[src/rtl/midvote_pkg.sv]
package midvote_pkg;

    typedef enum logic {
        SL_IDLE = 1'b0,
        SL_RUN  = 1'b1
    } sl_state_e;

    // two-out-of-three decision
    function automatic logic maj3(input logic a, input logic b, input logic c);
        return (a & b) | (a & c) | (b & c);
    endfunction

    // centre tick of a bit period for a given ratio
    function automatic int unsigned centre_of(input int unsigned osr);
        return osr / 2;
    endfunction

endpackage

[src/rtl/slicer_phase.sv]
module slicer_phase #(
    parameter int unsigned OSR = 16
) (
    input  logic clk,
    input  logic rst,
    input  logic clr,
    input  logic run,
    input  logic tick,
    output logic tap_lo,
    output logic tap_mid,
    output logic tap_hi
);
    import midvote_pkg::*;

    localparam int unsigned PH_W = $clog2(OSR);
    localparam logic [PH_W-1:0] LAST    = PH_W'(OSR - 1);
    localparam logic [PH_W-1:0] TAP_MID = PH_W'(centre_of(OSR));
    localparam logic [PH_W-1:0] TAP_LO  = PH_W'(centre_of(OSR) - 1);
    localparam logic [PH_W-1:0] TAP_HI  = PH_W'(centre_of(OSR) + 1);

    logic [PH_W-1:0] phase;
    logic            adv;

    assign adv = run & tick & ~clr;

    always_ff @(posedge clk) begin
        if (rst || clr) begin
            phase <= '0;
        end else if (adv) begin
            phase <= (phase == LAST) ? '0 : phase + 1'b1;
        end
    end

    assign tap_lo  = adv & (phase == TAP_LO);
    assign tap_mid = adv & (phase == TAP_MID);
    assign tap_hi  = adv & (phase == TAP_HI);

    // the phase never leaves the bit period
    assert_phase_range_R3: assert property (@(posedge clk) disable iff (rst)
        phase <= LAST);

    // an advancing tick moves the phase by exactly one, wrapping at the end
    assert_phase_step_R3: assert property (@(posedge clk) disable iff (rst)
        adv |=> phase == (($past(phase) == LAST) ? '0 : $past(phase) + 1'b1));

    // without a tick the phase holds
    assert_phase_hold_R3: assert property (@(posedge clk) disable iff (rst)
        (!tick && !clr) |=> $stable(phase));

endmodule

[src/rtl/slicer_vote.sv]
module slicer_vote (
    input  logic clk,
    input  logic rst,
    input  logic din,
    input  logic tap_lo,
    input  logic tap_mid,
    input  logic tap_hi,
    output logic vote,
    output logic vote_ok
);
    import midvote_pkg::*;

    logic s_lo, s_mid;

    always_ff @(posedge clk) begin
        if (rst) begin
            s_lo  <= 1'b0;
            s_mid <= 1'b0;
        end else begin
            if (tap_lo)  s_lo  <= din;
            if (tap_mid) s_mid <= din;
        end
    end

    assign vote    = maj3(s_lo, s_mid, din);
    assign vote_ok = tap_hi;

    // at most one voting tap is active in any cycle
    assert_taps_exclusive_R4: assert property (@(posedge clk) disable iff (rst)
        $onehot0({tap_lo, tap_mid, tap_hi}));

    // a tap that is not the middle one leaves the middle sample alone
    assert_mid_sample_kept_R4: assert property (@(posedge clk) disable iff (rst)
        !tap_mid |=> $stable(s_mid));

endmodule

[src/rtl/midvote_slicer.sv]
module midvote_slicer #(
    parameter int unsigned OSR     = 16,
    parameter int unsigned MAXBITS = 32,
    localparam int unsigned CNT_W  = $clog2(MAXBITS + 1)
) (
    input  logic               clk,
    input  logic               rst,
    input  logic               tick,
    input  logic               din,
    input  logic               start,
    input  logic [CNT_W-1:0]   nbits,
    output logic [MAXBITS-1:0] word,
    output logic               done
);
    import midvote_pkg::*;

    localparam int unsigned IDX_W = (MAXBITS > 1) ? $clog2(MAXBITS) : 1;
    localparam logic [CNT_W-1:0] MAX_N = CNT_W'(MAXBITS);

    typedef struct packed {
        sl_state_e        st;
        logic [CNT_W-1:0] target;
        logic [CNT_W-1:0] count;
    } frame_t;

    frame_t             fr;
    logic [MAXBITS-1:0] word_q;
    logic               done_q;
    logic               accept;
    logic [CNT_W-1:0]   eff_n;
    logic [CNT_W-1:0]   nxt_cnt;
    logic               tap_lo, tap_mid, tap_hi;
    logic               vote, vote_ok;

    assign eff_n   = (nbits > MAX_N) ? MAX_N : nbits;
    assign accept  = (fr.st == SL_IDLE) & start & (nbits != '0);
    assign nxt_cnt = fr.count + 1'b1;

    slicer_phase #(.OSR(OSR)) u_phase (
        .clk     (clk),
        .rst     (rst),
        .clr     (accept),
        .run     (fr.st == SL_RUN),
        .tick    (tick),
        .tap_lo  (tap_lo),
        .tap_mid (tap_mid),
        .tap_hi  (tap_hi)
    );

    slicer_vote u_vote (
        .clk     (clk),
        .rst     (rst),
        .din     (din),
        .tap_lo  (tap_lo),
        .tap_mid (tap_mid),
        .tap_hi  (tap_hi),
        .vote    (vote),
        .vote_ok (vote_ok)
    );

    always_ff @(posedge clk) begin
        if (rst) begin
            fr     <= '{st: SL_IDLE, target: '0, count: '0};
            word_q <= '0;
            done_q <= 1'b0;
        end else begin
            done_q <= 1'b0;
            if (accept) begin
                fr     <= '{st: SL_RUN, target: eff_n, count: '0};
                word_q <= '0;
            end else if (fr.st == SL_RUN && vote_ok) begin
                word_q[fr.count[IDX_W-1:0]] <= vote;
                fr.count <= nxt_cnt;
                if (nxt_cnt == fr.target) begin
                    fr.st  <= SL_IDLE;
                    done_q <= 1'b1;
                end
            end
        end
    end

    assign word = word_q;
    assign done = done_q;

    // completion is a single-cycle pulse
    assert_done_single_R6: assert property (@(posedge clk) disable iff (rst)
        done |=> !done);

    // completion follows a running frame and leaves the block idle
    assert_done_to_idle_R6: assert property (@(posedge clk) disable iff (rst)
        done |-> (fr.st == SL_IDLE && $past(fr.st == SL_RUN)));

    // a strobe during a frame changes neither the length nor the position
    assert_busy_start_ignored_R7: assert property (@(posedge clk) disable iff (rst)
        (fr.st == SL_RUN && start && !vote_ok) |=> ($stable(fr.target) && $stable(fr.count)));

    // while idle and not restarted the word holds
    assert_word_hold_R9: assert property (@(posedge clk) disable iff (rst)
        (fr.st == SL_IDLE && !accept) |=> $stable(word));

    // the programmed length never exceeds the word
    assert_target_bound_R8: assert property (@(posedge clk) disable iff (rst)
        fr.target <= MAX_N);

endmodule

[config.mk]
export PLATFORM = sky130hd
export DESIGN_NAME = midvote_slicer
export DESIGN_NICKNAME = d
export VERILOG_FILES = /design/src/rtl/midvote_pkg.sv /design/src/rtl/slicer_phase.sv /design/src/rtl/slicer_vote.sv /design/src/rtl/midvote_slicer.sv
export SDC_FILE = /design/constraint.sdc
export NUM_CORES = 1
export LEC_CHECK = 0
export ABC_AREA = 1
export BUFFER_PORTS_ARGS = -buffer_cell sky130_fd_sc_hd__buf_2
export CAP_MARGIN = 20
export CORE_UTILIZATION = 31
export CTS_CLUSTER_SIZE = 8
export DETAILED_ROUTE_END_ITERATION = 16
export GPL_ROUTABILITY_DRIVEN = 0
export HOLD_SLACK_MARGIN = 0.08
export PLACE_DENSITY_LB_ADDON = 0.2
export SKIP_LAST_GASP = 1
export SYNTH_ARGS = -nofsm -noshare
export SYNTH_HDL_FRONTEND = slang
export SYNTH_SLANG_ARGS = --single-unit
[constraint.sdc]
create_clock -name clk -period 1.7 [get_ports clk]
set_clock_uncertainty 0.1 [all_clocks]
set_input_delay 0.085 -clock clk [delete_from_list [all_inputs] [get_ports clk]]
set_output_delay 0.085 -clock clk [all_outputs]
set_load 0.02 [all_outputs]
==> results of run 1 <==
==> sequential cells by signal (all words and copies together), names as in the netlist <==
register,count
u_phase.phase,4
fr,13
word,32
u_vote.s_lo,1
done,1
u_vote.s_mid,1
==> Yosys cell counts, types with 4 or more instances <==
master and count:
a21oi_1 40, a21oi_2 5, clkbuf_1 5, clkinv_4 4, dfxtp_1 52, ha_1 8
inv_1 33, nand2_1 58, nand2_4 4, nand3_1 50, nor2_1 15, nor3_2 5
o21ai_0 35
==> timing repair <==
action,4_1_cts,5_1_grt
endpoints found under the hold margin,9,0
buffers inserted,0,1
endpoints found under the setup margin,0,39
hold buffers,10,0
resized for setup,0,10
==> routing by layer <==
metal,part of all wire [%],wire [um],GRT usage (%),vias up
li1,-,-,-,1261
met1,47,3140,20.2,1121
met2,48,3160,26.7,64
met3,4.3,287,2.74,5
met4,0.60,40,3.91,0
met5,0,0,0,-
==> how the worst min path moves through the flow <==
| stage | slack, ns | end |
|---|---|---|
| floorplan | 0.05 | fr[12]$_SDFFE_PP0P_ |
| global placement | 0.21 | fr[12]$_SDFFE_PP0P_ |
| detailed placement | 0.20 | u_vote.s_lo$_SDFFE_PP0P_ |
| CTS | 0.09 | u_phase.phase[1]$_SDFFE_PP0P_ |
| global route | 0.12 | u_phase.phase[1]$_SDFFE_PP0P_ |
| finish | 0.09 | u_phase.phase[1]$_SDFFE_PP0P_ |
==> cell type report <==
cell class	count	area, sq um	share of cell area, %
clock buffers	6	72.6	2.24
clock inverters	2	16.3	0.503
inverters	40	175	5.41
multi-input cells	234	1300	40.3
flip-flops and latches	52	1040	32.2
well taps	102	128	3.94
repair buffers	71	500	15.5
==> metrics by stage <==
stage	hold slack, ns	setup WS (ns)
global route	0.118	-0.0395
finish	0.0936	0.0638
floorplan	0.0541	0.0881
detailed placement	0.204	0.122
CTS	0.0881	0.0250
global placement	0.206	0.147
==> power breakdown <==
group	total, mW	switching (mW)	internal (mW)
sequential	1.23	0.00672	1.23
clock	0.730	0.435	0.294
combinational	0.157	0.0857	0.0708
total	2.12	0.528	1.59
==> worst min-delay path: cells and delay by family <==
family          cells  cell delay, ns
buf+inv             2            0.16
simple gates        2            0.16
compound gates      1            0.05
==> cells by family (layout without fill, tap and decap cells) <==
logic type / Yosys count / in the layout / synth area share, %
adders and majority gates: 9 / 9 / 4.36
DFF: 52 / 52 / 41.2
buffers and inverters: 50 / 119 / 9.51
AOI/OAI and AO/OA: 82 / 82 / 17.4
and+or+nand+nor: 143 / 143 / 27.5
==> flow_summary.yaml, run 1 <==
die:
  core-area_sq_um: 7810
  initial_core_util_pct: 32.4
  pin_count: 44
  dieArea_sq_um: 8510
  fp-row-count: 32
  chipHeight_um: 92.3
  floorplan.die.width_um: 92.3
finish:
  area_growth_syn_to_layout_pct: 28.1
  antenna-diode-count: 0
  layout.cells.most_common_list: "57 x nand2_1, 52 x dfxtp_1, 50 x nand3_1"
  filler_cell_count: 823
  mostFrequentLayoutCell: "nand2_1"
  final_util_pct: 41.5
  finish.cell_count_without_fillers: 507
  drive_gt1_share_pct: 24.4
  post_route_cell_area_sq_um: 3240
  finish.net_count: 423
power:
  static-leakage-power_nw: 1.31
  peakVddDrop_uv: 326
  total_power_mw: 2.12
  power_density_nw_per_um2: 655
worst_hold_path:
  worstHoldStart: "tick"
  worst_hold_path.num_cells: 5
  hold_path_class: "in2reg"
place:
  numPortBuffers: 43
  numPlacedInstances: 486
  place.detailed.hpwl_mm: 4.50
  dpl_cell_area_sq_um: 2930
synth:
  synth_largest_type_area_fraction_pct: 41.2
  postSynthRegisterBits: 52
  synth.cell_area_sq_um: 2530
  asyncSetResetFlopFracSynth_pct: 0
  synthDistinctLibCells: 26
  syn_avg_cell_area_sq_um: 7.52
  dominantRegCellSynth: "dfxtp_1"
  yosys-top-cells-area: "dfxtp_1 41%, nand3_1 9.9%, nand2_1 8.6%"
  synth-seq-area-share_pct: 41.2
  synth.net_count: 355
  number_of_synthesized_flops_with_an_enable_pin: 0
  syn-instance-count: 336
  synthDominantAreaCellType: "dfxtp_1"
  synth.yosys.warnings: 0
worst_setup_path:
  critical_path.reg2reg.endpoint: "done$_SDFF_PP0_"
  slowest_delay_ns: 0.53
  cp-start-kind: "input pin"
  timing.critical_path.to: "word[15]$_SDFFE_PP0P_"
  critical_path.startpoint: "nbits[2]"
  r2r-start: "fr[1]$_SDFFE_PP0P_"
  required_ns: 1.85
  timing.critical_path.buf_inv: 4
  cp.depth: 9
  cp_cell_instances: "dlygate4sd3_1 > buf_2 > nor3_4 > nand2_2 > o211ai_4 > buf_4 > nand2_8 > clkbuf_16 > a21oi_1"
  worst-endpoint-arrival_ns: 1.78
  endpoint_kind: "flip-flop"
  crit_fanout: 18
  crit_path_top_delay_cell: "dlygate4sd3_1"
  r2r_slack_ns: 0.11
  timing_worst_setup_path_type: "in2reg"
  ff2ff_path_depth: 10
  cpLargestDelayFamily: "buffers and inverters"
cts:
  clk_path_buf_depth: 2
  h-tree-depth: 2
  clkLatencyLatePin_ns: 0.31
  cts_buffers: 5
  tritoncts_clock_tree: "yes"
  cts.reportedPaths.clkPinSlew_ns: 0.10
  clock_tree.root_cell: "clkbuf_8"
  cts.sinks: 52
flow_run:
  maxCapViolCount: 0
routing:
  route.detailed.drc: 0
  routed_via_density: 4.83
  avgRoutedWirePerCell_um: 13.1
  first_pass_drt_iterations: 5
  num_vias: 2451
  route.antenna.remaining_nets: 0
  dr.first_iter.drc_count: 95
  totalWireLength_mm: 6.63
sta:
  fin_setup_tns_ns: 0
  final-setup-viol-count: 0
  min_period_over_period_pct: 96.2
  slew_viol_final: 0
  finalHoldViolations: 0
  layout_min_cycle_time_ns: 1.64
  fmax_mhz: 611
  timing.max_slew.rel_slack_pct: 69.9
  grt_setup_unrepaired: "true"
  max_slew.worst_pin.slew_ns: 0.449
global_routing:
  overall_fraction_of_global_route_tracks_in_use_pct: 15.6
  grt_pass1_wl_mm: 10.6
  antenna_violations_before_repair: 0
  grt_pass1_vias: 2297
  grt_overflow: 0
  grt_max_degree: 38
run_status:
  outcome: "finished clean"
No activity file was read; power rests on OpenSTA's default activity.
==> inputs of run 2 (changes only) <==
--- a/config.mk
+++ b/config.mk
@@ -12,8 +12,8 @@
 export CTS_CLUSTER_SIZE = 8
 export DETAILED_ROUTE_END_ITERATION = 16
 export GPL_ROUTABILITY_DRIVEN = 0
+export GPL_TIMING_DRIVEN = 0
 export HOLD_SLACK_MARGIN = 0.08
-export PLACE_DENSITY_LB_ADDON = 0.2
 export SKIP_LAST_GASP = 1
 export SYNTH_ARGS = -nofsm -noshare
 export SYNTH_HDL_FRONTEND = slang
==> run 2 against run 1 <==
Effect of this change:
- utilization is 0.82 points lower
- flip-flop and latch count stayed put
- cell count is 0.20% lower
- global-route usage is 0.98 points lower
- sequential power hardly changed
- worst setup slack worse by 0.037 ns
- via count is 0.20% lower
- worst hold slack hardly changed
- count of clock-buffer cells in the layout stayed put
- total power is 5.1% higher
- highest routed layer unchanged
==> flow_summary.yaml, run 2 (synthesized netlist as in run 1, its figures left out) <==
global_routing:
  grt_overflow: 0
  overall_fraction_of_global_route_tracks_in_use_pct: 14.6
  grt_max_degree: 17
  grt_util_met2_pct: 23.4
  antenna_violations_before_repair: 0
  grt_pass1_wl_mm: 9.96
  grt_util_met3_pct: 2.65
  busiest_layer: "met2"
  grt_pass1_vias: 2148
  met1_usage_pct: 20.2
power:
  net-switching-power_uw: 502
  p_comb_share_pct: 5.9
  static-leakage-power_nw: 1.28
  peakVddDrop_uv: 279
  p_int_mw: 1.73
  power.switching_fraction_pct: 22.5
  power.share.clock_pct: 38.8
  power_density_nw_per_um2: 703
  share_seq_of_total_power_pct: 55.3
worst_setup_path:
  r2r_slack_ns: 0.03
  worst-endpoint-arrival_ns: 1.78
  endpoint_kind: "flip-flop"
  critical_path.reg2reg.endpoint: "fr[12]$_SDFFE_PP0P_"
  r2r-start: "fr[0]$_SDFFE_PP0P_"
  crit_fanout: 5
  ff2ff_path_depth: 11
  required_ns: 1.80
  cp-start-kind: "flip-flop"
  timing_worst_setup_path_type: "reg2reg"
die:
  fp-row-count: 32
  dieArea_sq_um: 8510
  core-area_sq_um: 7810
  initial_core_util_pct: 32.4
  chipHeight_um: 92.3
  floorplan.die.width_um: 92.3
  pin_count: 44
run_status:
  outcome: "finished clean"
cts:
  h-tree-depth: 2
  cts.sinks: 52
  clock_tree.root_cell: "clkbuf_8"
  cts_buffers: 5
  clkLatencyLatePin_ns: 0.31
  clk_path_buf_depth: 2
  tritoncts_clock_tree: "yes"
  cts.reportedPaths.clkPinSlew_ns: 0.09
finish:
  largest_register_ffs: 32
  layout.cells.most_common_list: "57 x nand2_1, 50 x nand3_1, 50 x dfxtp_1"
  antenna-diode-count: 0
  finish.net_count: 422
  filler_cell_count: 830
  mostFrequentLayoutCell: "nand2_1"
  finish.cell_count_without_fillers: 506
  area_growth_syn_to_layout_pct: 25.6
  drive_gt1_share_pct: 24.5
  final_util_pct: 40.6
sta:
  final-setup-viol-count: 0
  hold_slack_ns: 0.0934
  timing.max_slew.rel_slack_pct: 67.8
  slew_viol_final: 0
  layout_min_cycle_time_ns: 1.67
  postLayoutSetupSlackWorst_ns: 0.0273
  grt_setup_unrepaired: "true"
  max_slew.worst_pin.slew_ns: 0.481
  fmax_mhz: 598
  finalHoldViolations: 0
  fin_setup_tns_ns: 0
  min_period_over_period_pct: 98.4
place:
  numPortBuffers: 43
  numPlacedInstances: 481
  place.detailed.hpwl_mm: 4.47
  post_place_setup_slack_ns: -0.154
routing:
  totalWireLength_mm: 6.17
  avgRoutedWirePerCell_um: 12.2
  route.detailed.drc: 0
  num_vias: 2446
  route.antenna.remaining_nets: 0
  first_pass_drt_iterations: 4
  routed_via_density: 4.83
  dr.first_iter.drc_count: 99
flow_run:
  maxCapViolCount: 0
worst_hold_path:
  hold_path_class: "in2reg"
  hold_path_end: "fr[11]$_SDFFE_PP0P_"
  worst_hold_path.num_cells: 5
  worstHoldStart: "nbits[5]"
==> run 2: cell types whose count changed in the layout (fill, tap and decap cells not counted), moves of 2 or more <==
| cell | delta |
|---|---|
| clkbuf_2 | +2 |
| clkbuf_16 | -2 |
| buf_4 | -7 |
| dfxtp_1 | -2 |
| clkbuf_1 | +3 |
| buf_6 | +3 |
==> run 2: per-layer routing <==
| metal | vias up | wire length (um) |
|---|---|---|
| met2 | 66 | 2700 |
| met1 | 1116 | 3080 |
| li1 | 1257 | - |
| met5 | - | 0 |
| met3 | 7 | 334 |
| met4 | 0 | 51 |
==> run 2: area by class of cell <==
| cell class | instances | area (sq um) | share of cell area [%] |
|---|---|---|---|
| clock inverters | 2 | 38.8 | 1.22 |
| clock buffers | 6 | 72.6 | 2.29 |
| multi-input cells | 234 | 1270 | 40.0 |
| plain buffers | 10 | 67.6 | 2.13 |
| well taps | 102 | 128 | 4.02 |
| repair buffers | 60 | 370 | 11.7 |
| inverters | 40 | 181 | 5.72 |
| flip-flops and latches | 52 | 1050 | 33.0 |
==> run 2: power groups by stage <==
stage	Sequential [mW]	Combinational (mW)	Clock [mW]
finish	1.23	0.131	0.866
global route	1.23	0.144	0.926
CTS	1.23	0.124	0.894
detailed placement	1.26	0.107	0
global placement	1.26	0.105	0
floorplan	1.26	0.0690	0
==> run 2: worst max path at each step <==
stage,from,endpoint,slack (ns),depth (start not counted)
global placement,fr[0]$_SDFFE_PP0P_,fr[12]$_SDFFE_PP0P_,-0.12,12
CTS,fr[12]$_SDFFE_PP0P_,word[4]$_SDFFE_PP0P_,0.02,9
detailed placement,fr[0]$_SDFFE_PP0P_,fr[12]$_SDFFE_PP0P_,-0.15,12
floorplan,fr[0]$_SDFFE_PP0P_,fr[12]$_SDFFE_PP0P_,0.09,12
finish,fr[0]$_SDFFE_PP0P_,fr[12]$_SDFFE_PP0P_,0.03,11
global route,fr[0]$_SDFFE_PP0P_,done$_SDFF_PP0_,-0.11,10
==> run 2: repair_timing <==
action,4_1_cts,5_1_grt
gates resized for setup,4,11
setup buffers,0,7
pin swaps,0,6
endpoints found under the setup margin,2,36
endpoints found under the hold margin,9,1
hold buffers,9,1
==> run 2: stage by stage <==
step / instance area [sq um] / total power [mW]
after floorplan: 2530 / 1.33
after global placement: 2870 / 1.37
after detailed placement: 2870 / 1.37
after CTS: 3090 / 2.25
after global routing: 3170 / 2.31
final: 3170 / 2.23
==> run 2: worst max-delay path: stages, from the launching register on <==
cell and delay [ns]:
dfxtp_4 0.39, buf_4 0.13, ha_2 0.22, nand3_1 0.09, nand2_1 0.13, nand2_1 0.10
nand2_1 0.07, nand2_1 0.04, nor2_1 0.08, nand3_1 0.09, nand2_1 0.07, a21oi_1 0.07
